$ cat src/rtl/adc_fmt_pkg.sv
package adc_fmt_pkg;
  typedef enum logic [1:0] {
    TP_ONES  = 2'd0,
    TP_ZEROS = 2'd1,
    TP_ALT   = 2'd2,
    TP_CHECK = 2'd3
  } tp_sel_e;
endpackage

$ cat src/rtl/fmt_datapath.sv
module fmt_datapath #(
  parameter int DW = 14
) (
  input  logic [DW:0] raw_word,
  input  logic        cfg_twos,
  input  logic        cfg_rand,
  input  logic        cfg_abp,
  output logic [DW:0] fmt_word
);
  localparam int WW = DW + 1;

  // Inverts the data MSB (offset binary to two's complement)
  function automatic logic [WW-1:0] do_twos(input logic [WW-1:0] w);
    logic [WW-1:0] r;
    r = w;
    r[DW-1] = ~w[DW-1];
    return r;
  endfunction

  // XOR every bit above bit 0 with bit 0
  function automatic logic [WW-1:0] do_rand(input logic [WW-1:0] w);
    logic [WW-1:0] r;
    r = w;
    for (int i = 1; i < WW; i++) r[i] = w[i] ^ w[0];
    return r;
  endfunction

  // Odd data bits only; the overflow bit is left alone
  function automatic logic [WW-1:0] abp_mask();
    logic [WW-1:0] m;
    m = '0;
    for (int i = 1; i < DW; i += 2) m[i] = 1'b1;
    return m;
  endfunction

  logic [WW-1:0] s_twos, s_rand;
  logic          twos_act;

  assign twos_act = cfg_twos & ~cfg_abp;
  assign s_twos   = twos_act ? do_twos(raw_word) : raw_word;
  assign s_rand   = cfg_rand ? do_rand(s_twos) : s_twos;
  assign fmt_word = cfg_abp ? (s_rand ^ abp_mask()) : s_rand;
endmodule

$ cat src/rtl/fmt_pattern_gen.sv
module fmt_pattern_gen
  import adc_fmt_pkg::*;
#(
  parameter int DW = 14
) (
  input  logic        clk,
  input  logic        rst_n,
  input  logic        smp_vld,
  input  logic        tp_en,
  input  logic [1:0]  tp_sel,
  output logic        tp_phase,
  output logic [DW:0] tp_word
);
  localparam int WW = DW + 1;

  // Checkerboard first phase: MSB set, then alternating downward
  function automatic logic [WW-1:0] check_word();
    logic [WW-1:0] m;
    for (int i = 0; i < WW; i++) m[i] = ((WW - 1 - i) % 2) == 0;
    return m;
  endfunction

  function automatic logic [WW-1:0] pick(input logic [1:0] sel, input logic ph);
    case (tp_sel_e'(sel))
      TP_ONES:  return '1;
      TP_ZEROS: return '0;
      TP_ALT:   return ph ? '0 : '1;
      default:  return ph ? ~check_word() : check_word();
    endcase
  endfunction

  always_ff @(posedge clk or negedge rst_n) begin
    if (!rst_n)       tp_phase <= 1'b0;
    else if (!tp_en)  tp_phase <= 1'b0;
    else if (smp_vld) tp_phase <= ~tp_phase;
  end

  assign tp_word = pick(tp_sel, tp_phase);
endmodule

$ cat src/rtl/fmt_out_stage.sv
module fmt_out_stage #(
  parameter int DW = 14
) (
  input  logic        clk,
  input  logic        rst_n,
  input  logic        smp_vld,
  input  logic [DW:0] nxt_word,
  output logic [DW:0] word_q,
  output logic        stb_q
);
  always_ff @(posedge clk or negedge rst_n) begin
    if (!rst_n) begin
      word_q <= '0;
      stb_q  <= 1'b0;
    end else begin
      stb_q <= smp_vld;
      if (smp_vld) word_q <= nxt_word;
    end
  end
endmodule

$ cat src/rtl/adc_out_fmt.sv
module adc_out_fmt #(
  parameter int DW = 14
) (
  input  logic          clk,
  input  logic          rst_n,
  input  logic          smp_vld,
  input  logic [DW-1:0] smp_in,
  input  logic          ovf_in,
  input  logic          cfg_twos,
  input  logic          cfg_rand,
  input  logic          cfg_abp,
  input  logic          cfg_tp_en,
  input  logic [1:0]    cfg_tp_sel,
  input  logic          cfg_oe,
  output logic [DW-1:0] dout,
  output logic          ovf_out,
  output logic          clk_out,
  output logic          pad_drv
);
  logic [DW:0] raw_word, fmt_word, tp_word, nxt_word, word_q;
  logic        tp_phase, stb_q;

  assign raw_word = {ovf_in, smp_in};

  fmt_datapath #(.DW(DW)) u_dp (
    .raw_word (raw_word),
    .cfg_twos (cfg_twos),
    .cfg_rand (cfg_rand),
    .cfg_abp  (cfg_abp),
    .fmt_word (fmt_word)
  );

  fmt_pattern_gen #(.DW(DW)) u_tp (
    .clk      (clk),
    .rst_n    (rst_n),
    .smp_vld  (smp_vld),
    .tp_en    (cfg_tp_en),
    .tp_sel   (cfg_tp_sel),
    .tp_phase (tp_phase),
    .tp_word  (tp_word)
  );

  assign nxt_word = cfg_tp_en ? tp_word : fmt_word;

  fmt_out_stage #(.DW(DW)) u_os (
    .clk      (clk),
    .rst_n    (rst_n),
    .smp_vld  (smp_vld),
    .nxt_word (nxt_word),
    .word_q   (word_q),
    .stb_q    (stb_q)
  );

  assign dout    = word_q[DW-1:0];
  assign ovf_out = word_q[DW];
  assign clk_out = stb_q;
  assign pad_drv = cfg_oe;
endmodule

$ cat config.mk
export PLATFORM = sky130hd
export DESIGN_NAME = adc_out_fmt
export DESIGN_NICKNAME = d
export VERILOG_FILES = /design/src/rtl/adc_fmt_pkg.sv /design/src/rtl/fmt_datapath.sv /design/src/rtl/fmt_pattern_gen.sv /design/src/rtl/fmt_out_stage.sv /design/src/rtl/adc_out_fmt.sv
export SDC_FILE = /design/constraint.sdc
export NUM_CORES = 1
export LEC_CHECK = 0
export BUFFER_PORTS_ARGS = -buffer_cell sky130_fd_sc_hd__buf_2
export CELL_PAD_IN_SITES_DETAIL_PLACEMENT = 1
export CELL_PAD_IN_SITES_GLOBAL_PLACEMENT = 1
export CORE_MARGIN = 1
export CORE_UTILIZATION = 40
export CTS_CLUSTER_SIZE = 12
export DETAILED_ROUTE_END_ITERATION = 10
export GPL_TIMING_DRIVEN = 0
export PLACE_DENSITY_LB_ADDON = 0.25
export SLEW_MARGIN = 20
export SYNTH_ARGS = -nofsm -noshare
export SYNTH_HDL_FRONTEND = slang
export SYNTH_HIERARCHICAL = 1
export SYNTH_SLANG_ARGS = --single-unit
$ cat constraint.sdc
create_clock -name clk -period 1.59 [get_ports clk]
set_input_delay 0.159 -clock clk [delete_from_list [all_inputs] [get_ports clk]]
set_output_delay 0.159 -clock clk [all_outputs]
set_load 0.05 [all_outputs]
==> impl_results.md <==
- Syn Inst Count: 90
- GRT Overall Usage: 0.152
- Clk slew on worst S/H paths: 0.09 ns
- Ys flop type: dfrtp_1
- Worst vdd ir: 0.548 mV
- Mapped cell area: 1300 sq um
- Asr flop ratio synth: 1.00
- Final Setup Violations: 0
- Post-synthesis sequential area ratio: 0.328
- Yosys warning total: 6
- Clk sink count: 17
- Via count of the first global-routing pass: 827
- Num ports: 42
- Layout cell share with drive strength beyond 1: 0.696
- DRC viols: 0
- Largest area contributor in the netlist: dfrtp_1
- Pin count of the biggest net entering global routing: 18
- Syn Nets: 115
- # H-tree levels: 1
- Clock buffer depth: 2
- Final Hold Fails: 0
- GP Congestion: 0.650
- Area grow syn2layout: 22.7%
- Post-synth EDFFs: 0
- Die width: 59.0 um
- Power Total: 1.54 mW
- WS Path Type: reg -> reg
- Top cell types by occurrence after synthesis: mux2_4 (20), dfrtp_1 (17), buf_4 (15), mux2_2 (10)
- Run status: finished, final reports clean
- Starting Density: 0.422
- Final TNS setup: 0 ns
- Overflow after GRT: 0
- Max-slew violation count: 0
- Routed via count: 803
- Die H: 59.0 um
- Power Dens Cells: 967 nW/um^2
- CTS buffer count: 3
- Clk_lat worst skew: 0.29 ns
- Crit. End Element: register
- Buffers on Ports: 40
- DR pass1 iterations: 4
- Leak: 0.831 nW
- Fmax: 673 MHz
- Most frequent cell after synthesis: mux2_4
- Yosys top cell area share: 0.328
- First-pass GRT wire length: 3.77 mm
- Req. time, crit path: 1.77 ns
- Die ar.: 3480 sq um
- Vias per cell: 4.49
- Max-cap violations: 0
- DR WL/cell: 12.8 um
- Worst Skew: 0.00577 ns
- N_diodes: 0
- Critical path peak fanout: 7
- RSZ-0062 raised after global routing: no
- Crit path launch type: register
- Core area: 3080 sq um
- Routed Antenna Nets: 0
- Synth Register Bits: 17
- Synth area leaders: dfrtp_1 (33%), mux2_4 (23%), xnor3_1 (12%)
- Period utilization: 0.934
- Root buf cell: clkbuf_4
- # rows: 20
- Yosys cell types: 14
- Antenna violations before repair: 0
- Final min period: 1.49 ns
- Slew HR: 0.673
- DRT Wirelength: 2.30 mm
- CTS tree: done
- Final-stage net count: 161
- CP arrival: 1.66 ns
- Initial DRC count: 17
- Measured slew at the worst slew-check pin: 0.488 ns
- Worst hold path type: in -> reg
- Synth Area per Inst: 14.4 sq um
## kinds of logic after synthesis
kind of cell           Yosys count  share of synthesized area
multiplexers                    31                      0.326
XOR/XNOR                        16                      0.182
flip-flops                      17                      0.328
AND/OR/NAND/NOR                  5                     0.0183
buffers and inverters           21                      0.146
## sequential cells by signal (all words and copies together) (netlist names)
register and count:
u_os/stb_q 1, u_os/word_q 15, u_tp/tp_phase 1
## placed cells by master (no fill, tap or decap), drive strengths merged
cell,n
buf,60
mux2,30
and2,2
nand2,2
clkbuf,4
xor2,2
nor2,1
xnor2,7
xnor3,7
inv,1
dfrtp,17
dlygate4sd3,1
mux2i,1
## metal layers
| layer | GRT usage | share of wire |
|---|---|---|
| met4 | 0.0408 | 0.0035 |
| met2 | 0.287 | 0.56 |
| met1 | 0.163 | 0.38 |
| met3 | 0.0459 | 0.057 |
| met5 | 0 | 0 |
## critical path, stage by stage, from the launching register on
cell and delay, ns:
dfrtp_1 0.41, nand2_1 0.08, xor2_1 0.21, buf_4 0.18, mux2_4 0.25, mux2_4 0.26
## worst paths after layout
check                                from         endpoint  slack (ns)  cells after the start
min in group asynchronous           rst_n  u_os/word_q[11]        0.31                      2
max                         u_tp/tp_phase  u_os/word_q[13]        0.10                      5
max reg2reg                 u_tp/tp_phase  u_os/word_q[13]        0.10                      5
min reg2reg                u_os/word_q[0]   u_os/word_q[0]        0.51                      1
max in group asynchronous           rst_n   u_os/word_q[1]        0.99                      2
min                               smp_vld       u_os/stb_q        0.03                      1
## cell type report
class                      instances  area (sq um)
buffer                            20           186
sequential                        17           425
timing repair buffer              41           210
fill                             343          1480
inverter                           1          3.75
clock buffer                       4          26.3
tap                               44          55.1
multi-input combinational         52           687
## per-stage QoR
stage	hold slack (ns)	util	std cells	area (sq um)	worst slack (ns)
6_report	0.0251	0.518	179	1590	0.105
5_1_grt	0.00653	0.518	179	1590	0.0191
4_1_cts	0.0122	0.517	179	1590	0.00669
3_5_place_dp	0.109	0.505	174	1550	0.0277
3_3_place_gp	0.0995	0.505	174	1550	0.0667
2_1_floorplan	-0.137	-	90	1300	0.215
## report_power, final
part	internal, mW	leakage [nW]	switching, mW
clock	0.0976	0.0150	0.130
combinational	0.343	0.619	0.421
sequential	0.507	0.197	0.0422
total	0.948	0.831	0.593
## repair_timing
| action | in CTS | in global routing |
|---|---|---|
| endpoints found under the hold margin | 17 | 0 |
| setup buffers | 0 | 0 |
| hold buffers | 1 | 0 |
| endpoints found under the setup margin | 0 | 7 |
| gates resized for setup | 0 | 1 |
Power figures use the tool's default switching activity.
